<file path="src/rtl/edo_ctrl_pkg.sv">
package edo_ctrl_pkg;

    typedef enum logic [3:0] {
        S_IDLE,
        S_ROW,
        S_RCD,
        S_CSET,
        S_CLOW,
        S_PAGE,
        S_HIT,
        S_CBR1,
        S_CBR2
    } seq_st_e;

    function automatic int imax(input int a, input int b);
        return (a > b) ? a : b;
    endfunction

endpackage

</file>
<file path="src/rtl/edo_ref_timer.sv">
module edo_ref_timer #(
    parameter int T_REFI = 1900
) (
    input  logic clk,
    input  logic rst_n,
    input  logic ref_ack,
    output logic ref_pend
);
    localparam int TW = $clog2(T_REFI + 1);

    typedef struct packed {
        logic [TW-1:0] cnt;
        logic          pend;
    } tmr_t;

    tmr_t q, d;

    always_comb begin
        d = q;
        if (ref_ack) d.pend = 1'b0;
        if (q.cnt == TW'(T_REFI - 1)) begin
            d.cnt  = '0;
            d.pend = 1'b1;
        end else begin
            d.cnt = q.cnt + 1'b1;
        end
    end

    always_ff @(posedge clk or negedge rst_n) begin
        if (!rst_n) q <= '0;
        else        q <= d;
    end

    assign ref_pend = q.pend;

    // a raised refresh request is only dropped by its acknowledge
    assert_pend_hold_R10: assert property (@(posedge clk) disable iff (!rst_n)
        (q.pend && !ref_ack) |=> q.pend);

endmodule

</file>
<file path="src/rtl/edo_seq.sv">
module edo_seq
    import edo_ctrl_pkg::*;
#(
    parameter int MA_W      = 10,
    parameter int DATA_W    = 16,
    parameter int T_RP      = 4,
    parameter int T_RAS     = 7,
    parameter int T_RC      = 10,
    parameter int T_RCD     = 2,
    parameter int T_RAH     = 1,
    parameter int T_CAS     = 1,
    parameter int T_CAH     = 1,
    parameter int T_RAC     = 7,
    parameter int T_CAC     = 2,
    parameter int BURST_LIM = 1100
) (
    input  logic                clk,
    input  logic                rst_n,
    input  logic                host_req,
    input  logic [2*MA_W-1:0]   host_addr,
    input  logic [DATA_W-1:0]   host_wdata,
    input  logic [1:0]          host_be,
    input  logic                host_we,
    output logic                host_rdy,
    output logic [DATA_W-1:0]   host_rdata,
    input  logic                ref_pend,
    output logic                ref_ack,
    output logic [MA_W-1:0]     mem_addr,
    output logic                mem_ras_n,
    output logic                mem_ucas_n,
    output logic                mem_lcas_n,
    output logic                mem_we_n,
    output logic                mem_oe_n,
    output logic [DATA_W-1:0]   mem_dq_out,
    output logic                mem_dq_oe,
    input  logic [DATA_W-1:0]   mem_dq_in
);
    localparam int LANE_W   = DATA_W / 2;
    localparam int T_RP_EFF = imax(T_RP, T_RC - T_RAS);
    localparam int T_CLOW   = imax(T_CAS, T_CAH);
    localparam int CNT_LIM  = BURST_LIM + T_RAS + T_RAC + T_CLOW + T_RP_EFF + 16;
    localparam int CW       = $clog2(CNT_LIM + 1);

    typedef struct packed {
        seq_st_e           st;
        logic [MA_W-1:0]   row;
        logic [MA_W-1:0]   addr;
        logic              ras_n;
        logic              ucas_n;
        logic              lcas_n;
        logic              we_n;
        logic              oe_n;
        logic              dq_oe;
        logic              rdy;
        logic              ref_ack;
        logic              wr;
        logic [1:0]        be;
        logic [DATA_W-1:0] dq_out;
        logic [DATA_W-1:0] rdata;
        logic [CW-1:0]     ras_cnt;
        logic [CW-1:0]     pre_cnt;
        logic [CW-1:0]     cas_cnt;
    } seq_t;

    seq_t q, d;

    logic [MA_W-1:0]   req_row, req_col;
    logic [1:0]        req_be;
    logic [DATA_W-1:0] lane_mask;
    logic              page_hit;
    logic              ras_ok, pre_ok, read_ok, clow_ok;

    assign req_row = host_addr[2*MA_W-1:MA_W];
    assign req_col = host_addr[MA_W-1:0];
    assign req_be  = (host_be == 2'b00) ? 2'b11 : host_be;

    for (genvar g = 0; g < 2; g++) begin : g_lane
        assign lane_mask[g*LANE_W +: LANE_W] = {LANE_W{q.be[g]}};
    end

    assign ras_ok   = (int'(q.ras_cnt) + 1) >= T_RAS;
    assign pre_ok   = (int'(q.pre_cnt) + 1) >= T_RP_EFF;
    assign clow_ok  = (int'(q.cas_cnt) + 1) >= T_CLOW;
    assign read_ok  = ((int'(q.ras_cnt) + 1) >= T_RAC) && ((int'(q.cas_cnt) + 1) >= T_CAC);
    assign page_hit = host_req && (req_row == q.row) && !ref_pend
                      && (int'(q.ras_cnt) < BURST_LIM);

    always_comb begin
        d         = q;
        d.rdy     = 1'b0;
        d.ref_ack = 1'b0;
        d.ras_cnt = q.ras_n ? '0 : ((q.ras_cnt == CW'(CNT_LIM)) ? q.ras_cnt : q.ras_cnt + 1'b1);
        d.pre_cnt = !q.ras_n ? '0 : ((q.pre_cnt == CW'(CNT_LIM)) ? q.pre_cnt : q.pre_cnt + 1'b1);
        d.cas_cnt = (q.ucas_n && q.lcas_n) ? '0
                    : ((q.cas_cnt == CW'(CNT_LIM)) ? q.cas_cnt : q.cas_cnt + 1'b1);
        unique case (q.st)
            S_IDLE: begin
                if (ref_pend) begin
                    d.ucas_n = 1'b0;
                    d.lcas_n = 1'b0;
                    d.we_n   = 1'b1;
                    d.oe_n   = 1'b1;
                    d.st     = S_CBR1;
                end else if (host_req) begin
                    d.addr = req_row;
                    d.row  = req_row;
                    d.st   = S_ROW;
                end
            end
            S_ROW: begin
                if (pre_ok) begin
                    d.ras_n = 1'b0;
                    d.st    = S_RCD;
                end
            end
            S_RCD, S_HIT: begin
                if ((q.st == S_RCD && (int'(q.ras_cnt) + 1) >= T_RAH) ||
                    (q.st == S_HIT && page_hit)) begin
                    d.addr   = req_col;
                    d.we_n   = !host_we;
                    d.oe_n   = host_we;
                    d.dq_out = host_wdata;
                    d.dq_oe  = host_we;
                    d.wr     = host_we;
                    d.be     = req_be;
                    d.st     = S_CSET;
                end else if (q.st == S_HIT && ras_ok) begin
                    d.ras_n = 1'b1;
                    d.st    = S_IDLE;
                end
            end
            S_CSET: begin
                if ((int'(q.ras_cnt) + 1) >= T_RCD) begin
                    d.ucas_n = !q.be[1];
                    d.lcas_n = !q.be[0];
                    d.st     = S_CLOW;
                end
            end
            S_CLOW: begin
                if (clow_ok && (q.wr || read_ok)) begin
                    d.ucas_n = 1'b1;
                    d.lcas_n = 1'b1;
                    d.rdy    = 1'b1;
                    if (!q.wr) d.rdata = mem_dq_in & lane_mask;
                    d.st     = S_PAGE;
                end
            end
            S_PAGE: begin
                d.we_n  = 1'b1;
                d.oe_n  = 1'b1;
                d.dq_oe = 1'b0;
                d.st    = S_HIT;
            end
            S_CBR1: begin
                if (pre_ok) begin
                    d.ras_n = 1'b0;
                    d.st    = S_CBR2;
                end
            end
            S_CBR2: begin
                if (ras_ok) begin
                    d.ras_n   = 1'b1;
                    d.ucas_n  = 1'b1;
                    d.lcas_n  = 1'b1;
                    d.ref_ack = 1'b1;
                    d.st      = S_IDLE;
                end
            end
            default: d.st = S_IDLE;
        endcase
    end

    always_ff @(posedge clk or negedge rst_n) begin
        if (!rst_n) begin
            q         <= '0;
            q.st      <= S_IDLE;
            q.ras_n   <= 1'b1;
            q.ucas_n  <= 1'b1;
            q.lcas_n  <= 1'b1;
            q.we_n    <= 1'b1;
            q.oe_n    <= 1'b1;
            q.be      <= 2'b11;
            q.pre_cnt <= CW'(CNT_LIM);
        end else begin
            q <= d;
        end
    end

    assign host_rdy   = q.rdy;
    assign host_rdata = q.rdata;
    assign ref_ack    = q.ref_ack;
    assign mem_addr   = q.addr;
    assign mem_ras_n  = q.ras_n;
    assign mem_ucas_n = q.ucas_n;
    assign mem_lcas_n = q.lcas_n;
    assign mem_we_n   = q.we_n;
    assign mem_oe_n   = q.oe_n;
    assign mem_dq_out = q.dq_out;
    assign mem_dq_oe  = q.dq_oe;

    // completion is a single-cycle pulse
    assert_rdy_pulse_R7: assert property (@(posedge clk) disable iff (!rst_n)
        q.rdy |=> !q.rdy);

    // the row strobe stays low for the minimum pulse width
    assert_ras_width_R5: assert property (@(posedge clk) disable iff (!rst_n)
        $rose(q.ras_n) |-> (int'(q.ras_cnt) >= T_RAS));

    // the row address is already on the bus before the strobe falls
    assert_row_setup_R2: assert property (@(posedge clk) disable iff (!rst_n)
        ($fell(q.ras_n) && q.ucas_n && q.lcas_n) |-> $stable(q.addr));

    // write enable leads the column strobe by a cycle
    assert_we_lead_R4: assert property (@(posedge clk) disable iff (!rst_n)
        (($fell(q.ucas_n) || $fell(q.lcas_n)) && !q.ras_n && !q.we_n) |-> !$past(q.we_n));

    // refresh leaves write, output enable and data drive idle
    assert_cbr_quiet_R9: assert property (@(posedge clk) disable iff (!rst_n)
        ($fell(q.ras_n) && !(q.ucas_n && q.lcas_n)) |-> (q.we_n && q.oe_n && !q.dq_oe));

    // the open-row counter never reaches its saturation bound
    assert_burst_cap_R12: assert property (@(posedge clk) disable iff (!rst_n)
        !q.ras_n |-> (int'(q.ras_cnt) < CNT_LIM));

endmodule

</file>
<file path="src/rtl/edo_dram_ctrl.sv">
module edo_dram_ctrl #(
    parameter int MA_W      = 10,
    parameter int DATA_W    = 16,
    parameter int T_RP      = 4,
    parameter int T_RAS     = 7,
    parameter int T_RC      = 10,
    parameter int T_RCD     = 2,
    parameter int T_RAH     = 1,
    parameter int T_CAS     = 1,
    parameter int T_CAH     = 1,
    parameter int T_RAC     = 7,
    parameter int T_CAC     = 2,
    parameter int T_REFI    = 1900,
    parameter int BURST_LIM = 1100
) (
    input  logic                clk,
    input  logic                rst_n,
    input  logic                host_req,
    input  logic [2*MA_W-1:0]   host_addr,
    input  logic [DATA_W-1:0]   host_wdata,
    input  logic [1:0]          host_be,
    input  logic                host_we,
    output logic                host_rdy,
    output logic [DATA_W-1:0]   host_rdata,
    output logic [MA_W-1:0]     mem_addr,
    output logic                mem_ras_n,
    output logic                mem_ucas_n,
    output logic                mem_lcas_n,
    output logic                mem_we_n,
    output logic                mem_oe_n,
    output logic [DATA_W-1:0]   mem_dq_out,
    output logic                mem_dq_oe,
    input  logic [DATA_W-1:0]   mem_dq_in
);
    logic ref_pend, ref_ack;

    edo_ref_timer #(.T_REFI(T_REFI)) u_tmr (
        .clk      (clk),
        .rst_n    (rst_n),
        .ref_ack  (ref_ack),
        .ref_pend (ref_pend)
    );

    edo_seq #(
        .MA_W(MA_W), .DATA_W(DATA_W), .T_RP(T_RP), .T_RAS(T_RAS), .T_RC(T_RC),
        .T_RCD(T_RCD), .T_RAH(T_RAH), .T_CAS(T_CAS), .T_CAH(T_CAH),
        .T_RAC(T_RAC), .T_CAC(T_CAC), .BURST_LIM(BURST_LIM)
    ) u_seq (
        .clk        (clk),
        .rst_n      (rst_n),
        .host_req   (host_req),
        .host_addr  (host_addr),
        .host_wdata (host_wdata),
        .host_be    (host_be),
        .host_we    (host_we),
        .host_rdy   (host_rdy),
        .host_rdata (host_rdata),
        .ref_pend   (ref_pend),
        .ref_ack    (ref_ack),
        .mem_addr   (mem_addr),
        .mem_ras_n  (mem_ras_n),
        .mem_ucas_n (mem_ucas_n),
        .mem_lcas_n (mem_lcas_n),
        .mem_we_n   (mem_we_n),
        .mem_oe_n   (mem_oe_n),
        .mem_dq_out (mem_dq_out),
        .mem_dq_oe  (mem_dq_oe),
        .mem_dq_in  (mem_dq_in)
    );

endmodule

</file>
<file path="config.mk">
export PLATFORM = sky130hd
export DESIGN_NAME = edo_dram_ctrl
export DESIGN_NICKNAME = d
export VERILOG_FILES = /design/src/rtl/edo_ctrl_pkg.sv /design/src/rtl/edo_ref_timer.sv /design/src/rtl/edo_seq.sv /design/src/rtl/edo_dram_ctrl.sv
export SDC_FILE = /design/constraint.sdc
export NUM_CORES = 1
export LEC_CHECK = 0
export CORE_UTILIZATION = 47
export CTS_CLUSTER_DIAMETER = 80
export DETAILED_ROUTE_END_ITERATION = 10
export DONT_BUFFER_PORTS = 1
export MAX_ROUTING_LAYER = met4
export PLACE_DENSITY_LB_ADDON = 0.08
export SYNTH_ARGS = -nofsm -noshare
export SYNTH_HDL_FRONTEND = slang
export SYNTH_HIERARCHICAL = 1
export SYNTH_SLANG_ARGS = --single-unit
</file>
<file path="constraint.sdc">
create_clock -name clk -period 3.6 [get_ports clk]
set_input_delay 0.18 -clock clk [delete_from_list [all_inputs] [get_ports clk]]
set_output_delay 0.18 -clock clk [all_outputs]
set_load 0.005 [all_outputs]
</file>
After elaboration in Yosys (flattened, before gate mapping)
Index checks and enable logic that the tools add are counted.

Bits in latches: 0. ROM bits: 0. RAM bits: 0. Register bits: 112. Bits of input ports: 58. Logic and storage cells: 140. Memories: 0.

Magnitude comparators: 7. Mux-type cells: 39. Reduce and logical (&&, ||, !) cells: 34. Equality and inequality tests: 30. $add $sub $neg: 7. Multiply operators: 0. Shift-type cells: 0. Bitwise operators: 3. Div/mod/pow operators: 0.

Operators by type and width (count): 11-bit two-way mux (7); 32-bit by 2-bit greater-or-equal comparator with 1-bit output, second input constant (2); 32-bit by 3-bit greater-or-equal comparator with 1-bit output, second input constant (2); 32-bit by 4-bit greater-or-equal comparator with 1-bit output, second input constant (2); 11-bit by 1-bit adder with 11-bit output, second input constant (4); 11-bit equality test, second input constant (4); 11-bit by 1-bit adder with 12-bit output, second input constant (3); 4-bit two-way mux (9); 4-bit case mux with 8 select lines (1); 24-bit two-way mux (1); 10-bit two-way mux (2); 2-bit by 1-bit != test with 1-bit output, second input constant (10); 10-bit case mux with 2 select lines (1); 16-bit bitwise AND (1); 4-bit by 3-bit equality test with 1-bit output, second input constant (4); 11-bit less-than comparator, second input constant (1); 10-bit equality test (1); 2-bit != test, second input constant (5); 5-bit AND reduction (2); 1-bit logical AND (9); 1-bit two-way mux (9); 3-bit AND reduction (3); 4-bit by 2-bit equality test with 1-bit output, second input constant (2); 2-bit case mux with 4 select lines (1); 21 further kinds (34).

Depth between registers and ports, before layout
Depth in word-level cells: 8. Gate-level depth with buffers: 11. Mapped depth without buffers: 8.

Cells and area by module
The synthesis kept the hierarchy.

By module, submodules not included: edo_seq (area each 5655.4 um^2, cells an instance 574, instances 1, seq. area each 2519.9 um^2); edo_ref_timer (area each 571.8 um^2, cells an instance 55, instances 1, seq. area each 300.3 um^2).

Worst setup path after synthesis
Ideal clock, no wire load.

Path type: register to register. Start: register u_seq/q[0] (netlist bit). End: register u_seq.q (netlist bit u_seq/host_rdata[10]). Cell stages (with the launch flop): 11. Clock period less this slack: 2.621 ns. Path buffers: 2. Arrival time: 2.499 ns. Path slack: 0.979 ns. Path through: dfrtp_1 > ha_1 > nand3_1 > nor3_1 > mux2_1 > or4_4 > and2_4 > nor3b_2 > buf_6 > buf_12 > mux2i_1.

Cells in the longest elaborated chain, start to end: 6.

RTL lines: start: declaration (RTL line edo_seq.sv:65) `seq_t q, d;`; 11-bit by 1-bit adder with 12-bit output * (RTL line edo_seq.sv:83, edo_seq.sv:84); 32-bit by 3-bit greater-or-equal comparator with 1-bit output (RTL line edo_seq.sv:84) `assign read_ok = ((int'(q.ras_cnt) + 1) >= T_RAC) && ((int'(q.cas_cnt) + 1) >= T_CAC);`; 1-bit logical AND (RTL line edo_seq.sv:84); 1-bit logical OR (RTL line edo_seq.sv:140) `if (clow_ok && (q.wr || read_ok)) begin`; 1-bit logical AND * (RTL line edo_seq.sv:140); 3-bit AND reduction (no line) *.

Every way passes the cells marked *; elsewhere a longest branch is shown, timed or not. A chain may end at the register's enable or synchronous reset.

Worst setup path in the final report
Start: register u_seq/q[23] (netlist bit). End: register u_seq/q[96] (netlist bit).

Cells in the longest elaborated chain, start to end: 7.

RTL lines (RTL line): 11-bit by 1-bit adder with 12-bit output; 32-bit by 4-bit greater-or-equal comparator with 1-bit output (edo_seq.sv:81, edo_seq.sv:84); 1-bit logical AND (edo_seq.sv:84); 1-bit logical OR (edo_seq.sv:140); 1-bit logical AND (edo_seq.sv:140); 2-bit by 1-bit != test with 1-bit output (no line); 7-bit AND reduction (no line).

Parallel ways exist; a longest one is shown, timed or not.

==> results.sh <==
export IMPL_cts_sinks=112
export IMPL_grt_antenna_before_repair=0
export IMPL_synth_top_area_share_pct=39.4
export IMPL_firstDrtPassIters=4
export IMPL_clkPwrFrac_pct=20.8
export IMPL_hp_class="in -> reg"
export IMPL_place_hpwl_um=8550
export IMPL_dieArea_um2=13700
export IMPL_post_cts_buffers=0
export IMPL_synth_top_area_cell="dfrtp_1"
export IMPL_syn_nets=699
export IMPL_grt_use_total_pct=19.6
export IMPL_initial_core_util_pct=48.8
export IMPL_setup_worst_path_class="reg -> reg"
export IMPL_yosysSeqAreaShare_pct=45.3
export IMPL_fillCellCount=1096
export IMPL_hold_violations=0
export IMPL_setup_violations_final=0
export IMPL_htreeDepth=3
export IMPL_drc=0
export IMPL_final_common_cell="dfrtp_1"
export IMPL_nets=697
export IMPL_insertion_delay_ns=0.35
export IMPL_dr_total_vias=4265
export IMPL_diodes=0
export IMPL_yosysWarnings=6
export IMPL_power_density_nw_per_um2=713
export IMPL_power_frac_comb_pct=33.8
export IMPL_grt_pass1_wl_um=20000
export IMPL_grt_pass1_vias=4157
export IMPL_arrival_ns=3.18
export IMPL_rsz0062_at_grt="false"
export IMPL_max_freq_mhz=340
export IMPL_maxSlewViolCount=0
export IMPL_place_gp_congestion=0.892
export IMPL_grt_max_degree=113
export IMPL_p_sw_mw=1.77
export IMPL_power_leakage_nw=2.97
export IMPL_maxCapViolations=0
export IMPL_p_seq_share_pct=45.4
export IMPL_p_int_mw=3.09
export IMPL_drt_initial_drc_count=226
export IMPL_postSynthAreaPerCell_um2=9.90
export IMPL_ys_seq_elements=112
export IMPL_worstMarginPinSlew_ns=0.881
export IMPL_synth_edf_count=0
export IMPL_numCtsBuffers=9
export IMPL_min_period_over_period_pct=81.7
export IMPL_synth_cells=629
export IMPL_clockBufferDepth=2
export IMPL_fin_crit_ns=2.94
export IMPL_ir_drop_v=0.000314
export IMPL_wl_um=12500
export IMPL_cp_required_ns=3.83
export IMPL_syn_area_um2=6230
export IMPL_drive_above_1_share_pct=11.7
export IMPL_yosysUniqueCellTypes=61
export IMPL_async_flop_share_pct=100
export IMPL_die_w_um=117
export IMPL_avgViaCountPerCell=5.30
export IMPL_clock_root_buffer="clkbuf_16"
export IMPL_maxSlewHeadroom_pct=40.8
export IMPL_endpoint_kind="flop"
export IMPL_synth_flop_cell="dfrtp_1"
export IMPL_outcome="finished clean"
export IMPL_power_mw=4.86
export IMPL_die_height_um=117
export IMPL_tns_ns=0
export IMPL_cp_start_kind="flop"
export IMPL_cts_tree="yes"
export IMPL_grt_ovfl_total=0
export IMPL_syn2layout_area_growth_pct=9.46
export IMPL_postRouteAntennaNets=0
export IMPL_port_buffers=0
export IMPL_pin_count=107
export IMPL_worstPathMaxFanout=10
export IMPL_final_cell_mix="dfrtp_1, nand2_1, dlygate4sd3_1, nor2_1, inv_1"
export IMPL_finClkSkew_ns=0.00791
export IMPL_std_cell_rows=41
export IMPL_core_um2=12800
export IMPL_cts_clk_slew_worst_paths_ns=0.07
export IMPL_p_sw_share_pct=36.3
export IMPL_wl_per_cell_um=15.6
export IMPL_synth_area_top_cells="dfrtp_1, dfstp_2, buf_4, mux2_2, nand2_1"
layout make-up:
cell class,instances,area [µm²],area share (%)
Tap cell,172,215,3.16
Inverter,32,120,1.76
Clock buffer,10,229,3.36
Multi-Input combinational cell,420,2840,41.6
Clock inverter,6,68.8,1.01
Sequential cell,112,2820,41.4
Timing Repair Buffer,52,526,7.71
synth_stat cells (all sizes together), types with 2 or more instances:
cell type	instances
dfrtp	98
nand2	76
buf	55
nor2	43
mux2	41
inv	32
o21ai	30
xor2	24
mux2i	22
nand3	22
xnor2	18
a21oi	16
dfstp	14
nand4	13
ha	12
a21o	10
clkbuf	10
nor3	9
nand2b	8
or3	8
nor2b	7
nor4	7
and3	6
and4	5
nand4b	4
a31oi	3
and2	3
nor3b	3
o211ai	3
or4	3
o2111ai	2
o21a	2
o31ai	2
or2	2
timing repair:
action | in CTS | in global routing
hold buffers | 47 | 0
resized for setup | 0 | 0
endpoints found under the hold margin | 157 | 0
power by group through the flow:
stage	logic [mW]	clock network (mW)	registers, mW
finish	1.64	1.01	2.21
global route	1.84	1.09	2.29
CTS	1.65	1.05	2.21
detailed placement	1.57	0	2.23
global placement	1.53	0	2.22
floorplan	1.83	0	1.94
flip-flops by register name (all words and copies together), names as in the netlist, 2 cells and up:
signal            cells
u_seq/host_rdata     16
u_seq/lane_mask       2
u_seq/mem_addr       10
u_seq/mem_dq_out     16
u_seq/q              48
u_tmr/q              11
metrics by stage:
step	area (µm²)	util, %	std cells	setup WS, ns	hold WS, ns
after CTS	6820	53.4	804	0.661	0.0390
after detailed placement	6030	47.2	741	0.677	-0.112
after global routing	6820	53.4	804	0.401	0.0701
after global placement	6030	47.2	741	0.835	-0.113
after floorplan	6230	-	629	0.979	-0.116
final	6820	53.4	804	0.658	0.0570
cell families after synthesis:
logic type / share of synthesized area (%)
flops: 45.3
mux: 11.0
buf+inv: 9.14
fa+ha+maj: 2.41
xor+xnor: 5.91
compound gates: 8.38
simple gates: 17.9
critical path, stage by stage (launching register included):
cell and delay [ns]:
dfrtp_1 0.52, ha_1 0.29, and3_1 0.31, o2111ai_1 0.17
a221oi_2 0.37, nand4_1 0.29, a21bo_2 0.30, o211ai_2 0.21
mux2_2 0.38
path summary, 6_finish.rpt:
path	end	slack, ns	startpoint	cells past startpoint
min in group asynchronous	u_seq/host_rdata[5]	0.44	rst_n	2
max in group asynchronous	u_seq/q[28]	2.72	rst_n	2
hold reg to reg	u_seq/mem_oe_n	0.48	u_seq/mem_oe_n	2
setup reg to reg	u_seq/q[96]	0.66	u_seq/q[23]	8
hold / removal	u_seq/lane_mask[8]	0.06	host_be[0]	2
setup / recovery	u_seq/q[96]	0.66	u_seq/q[23]	8
per-layer routing:
| layer | vias to the layer above | wire [µm] | global-route usage [%] |
|---|---|---|---|
| li1 | 2112 | - | - |
| met1 | 2044 | 6000 | 25.2 |
| met2 | 100 | 5800 | 30.7 |
| met3 | 9 | 574 | 3.35 |
| met4 | 0 | 153 | 8.10 |
| met5 | - | 0 | - |
(Power assumes the default switching activity.)
